## src/rtl/phc_pkg.sv

```systemverilog
package phc_pkg;
    localparam int FWD_W = 2;

    typedef enum logic [FWD_W-1:0] {
        FWD_RF  = 2'b00,
        FWD_WB  = 2'b01,
        FWD_MEM = 2'b10
    } fwd_sel_e;

    typedef struct packed {
        logic pc_hold;
        logic ifid_hold;
        logic idex_bubble;
        logic flush_ifid;
        logic flush_idex;
        logic flush_exmem;
    } flow_ctl_t;
endpackage

```

## src/rtl/phc_fwd_sel.sv

```systemverilog
module phc_fwd_sel
    import phc_pkg::*;
#(
    parameter int AW = 5
) (
    input  logic [AW-1:0] src,
    input  logic [AW-1:0] mem_rd,
    input  logic          mem_we,
    input  logic [AW-1:0] wb_rd,
    input  logic          wb_we,
    output fwd_sel_e      sel
);
    logic src_live;
    logic hit_mem;
    logic hit_wb;

    always_comb begin
        src_live = (src != '0);
        hit_mem  = src_live && mem_we && (mem_rd == src);
        hit_wb   = src_live && wb_we && (wb_rd == src);
        if (hit_mem) begin
            sel = FWD_MEM;
        end else if (hit_wb) begin
            sel = FWD_WB;
        end else begin
            sel = FWD_RF;
        end
    end

    always_comb begin
        assert_zero_not_fwd_R4: assert ((src != '0) || (sel == FWD_RF));
        assert_mem_sel_match_R1: assert ((sel != FWD_MEM) || (mem_we && (mem_rd == src)));
        assert_wb_sel_match_R2: assert ((sel != FWD_WB) || (wb_we && (wb_rd == src)));
    end
endmodule

```

## src/rtl/phc_loaduse.sv

```systemverilog
module phc_loaduse #(
    parameter int AW = 5
) (
    input  logic [AW-1:0] id_rs1,
    input  logic [AW-1:0] id_rs2,
    input  logic [AW-1:0] ex_rd,
    input  logic          ex_we,
    input  logic          ex_is_load,
    output logic          need_stall
);
    logic dst_live;

    always_comb begin
        dst_live   = ex_is_load && ex_we && (ex_rd != '0);
        need_stall = dst_live && ((ex_rd == id_rs1) || (ex_rd == id_rs2));
    end

    always_comb begin
        assert_stall_needs_load_R6: assert (!need_stall || ex_is_load);
        assert_stall_not_r0_R4: assert (!need_stall || (ex_rd != '0));
    end
endmodule

```

## src/rtl/phc_flow_ctl.sv

```systemverilog
module phc_flow_ctl
    import phc_pkg::*;
(
    input  logic      need_stall,
    input  logic      br_valid,
    input  logic      br_taken,
    output flow_ctl_t ctl_d
);
    logic redirect;

    always_comb begin
        redirect          = br_valid && br_taken;
        ctl_d             = '0;
        ctl_d.flush_ifid  = redirect;
        ctl_d.flush_idex  = redirect;
        ctl_d.flush_exmem = redirect;
        if (!redirect && need_stall) begin
            ctl_d.pc_hold     = 1'b1;
            ctl_d.ifid_hold   = 1'b1;
            ctl_d.idex_bubble = 1'b1;
        end
    end

    always_comb begin
        assert_hold_vs_flush_R9: assert (!(ctl_d.pc_hold && ctl_d.flush_ifid));
        assert_flush_on_taken_R8: assert (ctl_d.flush_exmem == (br_valid && br_taken));
    end
endmodule

```

## src/rtl/pipe_hazard_ctl.sv

```systemverilog
module pipe_hazard_ctl
    import phc_pkg::*;
#(
    parameter int AW = 5
) (
    input  logic [AW-1:0]    id_rs1,
    input  logic [AW-1:0]    id_rs2,
    input  logic [AW-1:0]    ex_rs1,
    input  logic [AW-1:0]    ex_rs2,
    input  logic [AW-1:0]    ex_rd,
    input  logic             ex_we,
    input  logic             ex_is_load,
    input  logic [AW-1:0]    mem_rd,
    input  logic             mem_we,
    input  logic [AW-1:0]    wb_rd,
    input  logic             wb_we,
    input  logic             mem_br_valid,
    input  logic             mem_br_taken,
    output logic [FWD_W-1:0] fwd_a_sel,
    output logic [FWD_W-1:0] fwd_b_sel,
    output logic             pc_hold,
    output logic             ifid_hold,
    output logic             idex_bubble,
    output logic             flush_ifid,
    output logic             flush_idex,
    output logic             flush_exmem
);
    localparam int NSRC = 2;

    logic [AW-1:0] ex_src [NSRC];
    fwd_sel_e      sel    [NSRC];
    logic          need_stall;
    flow_ctl_t     ctl_d;

    assign ex_src[0] = ex_rs1;
    assign ex_src[1] = ex_rs2;

    for (genvar g = 0; g < NSRC; g++) begin : g_op
        phc_fwd_sel #(.AW(AW)) i_fwd (
            .src    (ex_src[g]),
            .mem_rd (mem_rd),
            .mem_we (mem_we),
            .wb_rd  (wb_rd),
            .wb_we  (wb_we),
            .sel    (sel[g])
        );
    end

    phc_loaduse #(.AW(AW)) i_loaduse (
        .id_rs1     (id_rs1),
        .id_rs2     (id_rs2),
        .ex_rd      (ex_rd),
        .ex_we      (ex_we),
        .ex_is_load (ex_is_load),
        .need_stall (need_stall)
    );

    phc_flow_ctl i_flow (
        .need_stall (need_stall),
        .br_valid   (mem_br_valid),
        .br_taken   (mem_br_taken),
        .ctl_d      (ctl_d)
    );

    assign fwd_a_sel   = sel[0];
    assign fwd_b_sel   = sel[1];
    assign pc_hold     = ctl_d.pc_hold;
    assign ifid_hold   = ctl_d.ifid_hold;
    assign idex_bubble = ctl_d.idex_bubble;
    assign flush_ifid  = ctl_d.flush_ifid;
    assign flush_idex  = ctl_d.flush_idex;
    assign flush_exmem = ctl_d.flush_exmem;

    always_comb begin
        assert_bubble_with_hold_R5: assert (idex_bubble == pc_hold);
        assert_bubble_only_load_R6: assert (!idex_bubble || (ex_is_load && ex_we));
    end
endmodule

```

## config.mk

```make
export PLATFORM = sky130hd
export DESIGN_NAME = pipe_hazard_ctl
export DESIGN_NICKNAME = d
export VERILOG_FILES = /design/src/rtl/phc_pkg.sv /design/src/rtl/phc_fwd_sel.sv /design/src/rtl/phc_loaduse.sv /design/src/rtl/phc_flow_ctl.sv /design/src/rtl/pipe_hazard_ctl.sv
export SDC_FILE = /design/constraint.sdc
export NUM_CORES = 1
export LEC_CHECK = 0
export BUFFER_PORTS_ARGS = -buffer_cell sky130_fd_sc_hd__buf_2
export CAP_MARGIN = 20
export CORE_AREA = 5 5 42 44
export DETAILED_ROUTE_END_ITERATION = 8
export DIE_AREA = 0 0 47 49
export GPL_TIMING_DRIVEN = 1
export PLACE_DENSITY = 0.83
export SLEW_MARGIN = 20
export SYNTH_ARGS = -nofsm -noshare
export SYNTH_HDL_FRONTEND = slang
export SYNTH_SLANG_ARGS = --single-unit
```

## constraint.sdc

```tcl
create_clock -name vclk -period 4.2
set_clock_uncertainty 0.15 [all_clocks]
set_input_delay 0.42 -clock vclk [all_inputs]
set_output_delay 0.42 -clock vclk [all_outputs]
set_load 0.02 [all_outputs]
```

==> reports/results.md <==
| Step | Quantity | This run |
|:---|:---|:---|
| setup path | CP max stage cell | a2111oi_0 |
| grt | Global-route wire length before repair | 1.911 mm |
| setup path | Maximum single-stage delay on the critical path | 0.59 ns |
| pwr | Fraction of power spent switching nets | 0.4862 |
| sta | Slew at the pin with the worst max-slew slack | 0.6081 ns |
| cells and area | Area growth from synthesis to final layout | 47.42% |
| grt | Total global routing overflow | 0 |
| logic synthesis | Netlist area before placement | 485.5 um2 |
| drt | Wire length per cell | 11.86 um |
| logic synthesis | Number of warnings reported in the yosys synthesis log | 0 |
| logic synthesis | Mean area per synthesized cell | 8.228 um2 |
| logic synthesis | Cell variety after synth | 14 |
| grt | Antenna violations before repair | 0 |
| logic synthesis | Main combinational cell family by area after synthesis | XOR/XNOR gates |
| cells and area | Post-layout utilization of the core | 0.5107 |
| cells and area | Reg area | 0 um2 |
| floorplan | Placement Rows | 14 |
| logic synthesis | Multiplexer share of the synthesized area | 0 |
| cells and area | Number of sequential cells | 0 |
| job | Max Cap Viol | 0 |
| drt | DR pass1 iterations | 2 |
| drt | DRC errors left | 0 |
| placement | Port Buf Inserts | 51 |
| pwr | Part of the total power dissipated in sequential elements | 0 |
| cells and area | Clk_buf instances | 0 |
| drt | Detailed router's first-iteration violation count | 2 |
| cells and area | Layout cells sized above 1 | 0.5673 |
| logic synthesis | Synthesized netlist net count | 100 |
| pwr | Maximum VDD drop | 0.04841 mV |
| setup path | Worst path most repeated cell | buf_2 |
| setup path | Endpoint class of the critical path | output port |
| setup path | Worst-path cell chain | buf_2 -> xor2_1 -> nor3_1 -> nand3_1 -> a2111oi_0 -> buf_2 |
| floorplan | Core Box Area | 0.001401 mm2 |
| sta | Post-route worst hold slack | 1.055 ns |
| setup path | WP data arrival | 1.89 ns |
| clock tree | Total of cells resized after clock tree synthesis | 0 |
| pwr | Int Power | 35.27 uW |
| floorplan | Number of I/O pins | 51 |
| logic synthesis | Biggest area consumer among synthesized cells | xnor2_1 |
| floorplan | Overall die height | 49 um |
| grt | Vias in the first global route | 541 |
| logic synthesis | Area contributors post-synth | xnor2_1 36%, xor2_1 18%, nor4_2 10% |
| setup path | Max FO, Critical Path | 3 |
| logic synthesis | Synth Area in XOR/XNOR | 0.5412 |
| logic synthesis | Cell count after synthesis | 59 |
| clock tree | Setup Buffers After CTS | 0 |
| pwr | PwrDens | 95.92 mW/mm2 |
| worst hold path | Endpoint, Worst Hold | fwd_b_sel[0] |
| setup path | Endpoint required time on the critical path | 3.63 ns |
| clock tree | Post-CTS Hold Buffers | 0 |
| drt | Detailed-route vias per instance | 4.792 |
| outcome | Run status | finished, final reports clean |
| cells and area | Nets | 147 |
| logic synthesis | Share of synthesized area occupied by flip-flops and latches | 0 |
| drt | Routed via count | 575 |
| pwr | Share of total power in combinational logic | 1.000 |
| placement | Half-perimeter wire length of the detailed placement result | 1.353 mm |
| pwr | Psw | 33.38 uW |
| sta | Sum of negative setup slack | 0 ns |
| logic synthesis | Post-synthesis share of cell area spent on full adders, half adders and majority gates | 0 |
| drt | Detail Route Antenna Nets | 0 |
| sta | Headroom to the max-slew limit | 0.5841 |
| sta | Setup violation total in the final timing report | 0 |
| sta | Post-layout min period | 2.457 ns |
| sta | Final Max Tran Viols | 0 |
| setup path | Cell type group with the largest total delay on the critical path | compound AO/OA/AOI/OAI gates |
| setup path | Critical path type | primary input to output port |
| setup path | Total buffers and inverters traversed by the critical path | 2 |
| sta | Achievable Freq | 407.0 MHz |
| worst hold path | Min-delay src | wb_we |
| floorplan | Floorplan die width | 47 um |
| pwr | Total leakage power | 0.0003295 uW |
| floorplan | Die area | 0.002303 mm2 |
| sta | Endpoints failing hold | 0 |
| logic synthesis | Top cell type's share of synthesized area | 0.3608 |
| sta | Setup repair after global routing missed its margin | no |
| cells and area | Number of diodes added for antenna fixing | 0 |
| floorplan | Initial core utilization | 0.3464 |
| placement | Routability-driven placement congestion ratio | 0.7465 |
| pwr | Clock share of power | 0 |
| logic synthesis | Synthesized-area fraction occupied by ao, oa, aoi and oai cells | 0.01804 |
| worst hold path | Min-Delay Path Depth | 4 |
| drt | DRT Wirelength | 1.423 mm |
| logic synthesis | Simple logic cell fraction of the synthesized area | 0.3479 |
| setup path | Type of element launching the critical path | primary input |
| sta | Period utilization | 0.5850 |
| grt | Largest net degree at the start of global routing | 5 |
| grt | Overall Global Routing Usage | 0.1060 |
| worst hold path | Classification of the worst-slack hold path | primary input to output port |
per-stage QoR:
step           area, um2  total power [uW]  setup slack [ns]  instances
2_1_floorplan      485.5             36.06             1.125         59
6_report           715.7             68.65             1.743        120
5_1_grt            715.7             74.43             1.631        120
4_1_cts            715.7             69.32             1.733        120
3_3_place_gp       715.7             66.76             1.813        120
3_5_place_dp       715.7             69.10             1.740        120
worst min-delay path, delay by kind of cell:
family / cells / cell delay [ns]
buffers and inverters: 2 / 0.25
and+or+nand+nor: 2 / 0.11
power by group through the flow:
stage | logic, uW | registers, uW | clock network [uW]
detailed placement | 69.1 | 0 | 0
finish | 68.6 | 0 | 0
floorplan | 36.1 | 0 | 0
global placement | 66.8 | 0 | 0
global route | 74.4 | 0 | 0
CTS | 69.3 | 0 | 0
worst max-delay path by stage:
stage / cells past startpoint / to / slack (ns) / start
2_1_floorplan: 5 / ifid_hold / 1.13 / ex_rd[3]
3_3_place_gp: 6 / idex_bubble / 1.81 / ex_rd[3]
3_5_place_dp: 6 / idex_bubble / 1.74 / ex_rd[3]
4_1_cts: 6 / idex_bubble / 1.73 / ex_rd[3]
5_1_grt: 6 / ifid_hold / 1.63 / ex_rd[3]
6_report: 6 / ifid_hold / 1.74 / ex_rd[3]
Yosys cell counts, drive strengths merged:
library cell / count
nor2: 3
xor2: 10
or4: 3
nor4: 4
a2111oi: 1
buf: 6
xnor2: 20
and2: 1
nand4: 4
nand3: 2
nor3: 2
nand2: 3
placed cells by master, fill, tap and decap left out:
cell / instances
xnor2_1: 20
nor2_1: 1
and2_1: 1
buf_2: 51
xor2_1: 10
nand4_1: 4
nand3_1: 2
or4_4: 2
nor3_1: 2
a2111oi_0: 1
nor2_4: 2
or4_1: 1
nand2_1: 3
nor4_2: 4
routing by layer:
metal	wire length, um	share of wire	global-route usage	up-vias
li1	-	-	-	290
met1	483	0.34	0.1109	238
met2	657	0.46	0.2172	47
met3	282	0.20	0.01476	0
met4	0	0	0	0
met5	0	0	0	-
cells by family (layout without fill, tap and decap cells):
group           after synthesis  in the layout
xor+xnor                     30             30
compound gates                1              1
buf+inv                       6             51
simple gates                 22             22
area by class of cell:
cell class | instances | area, um2
Multi-Input combinational cell | 53 | 440.4
Fill cell | 148 | 685.7
Timing Repair Buffer | 51 | 255.2
Tap cell | 16 | 20.02
(Power assumes the default switching activity.)
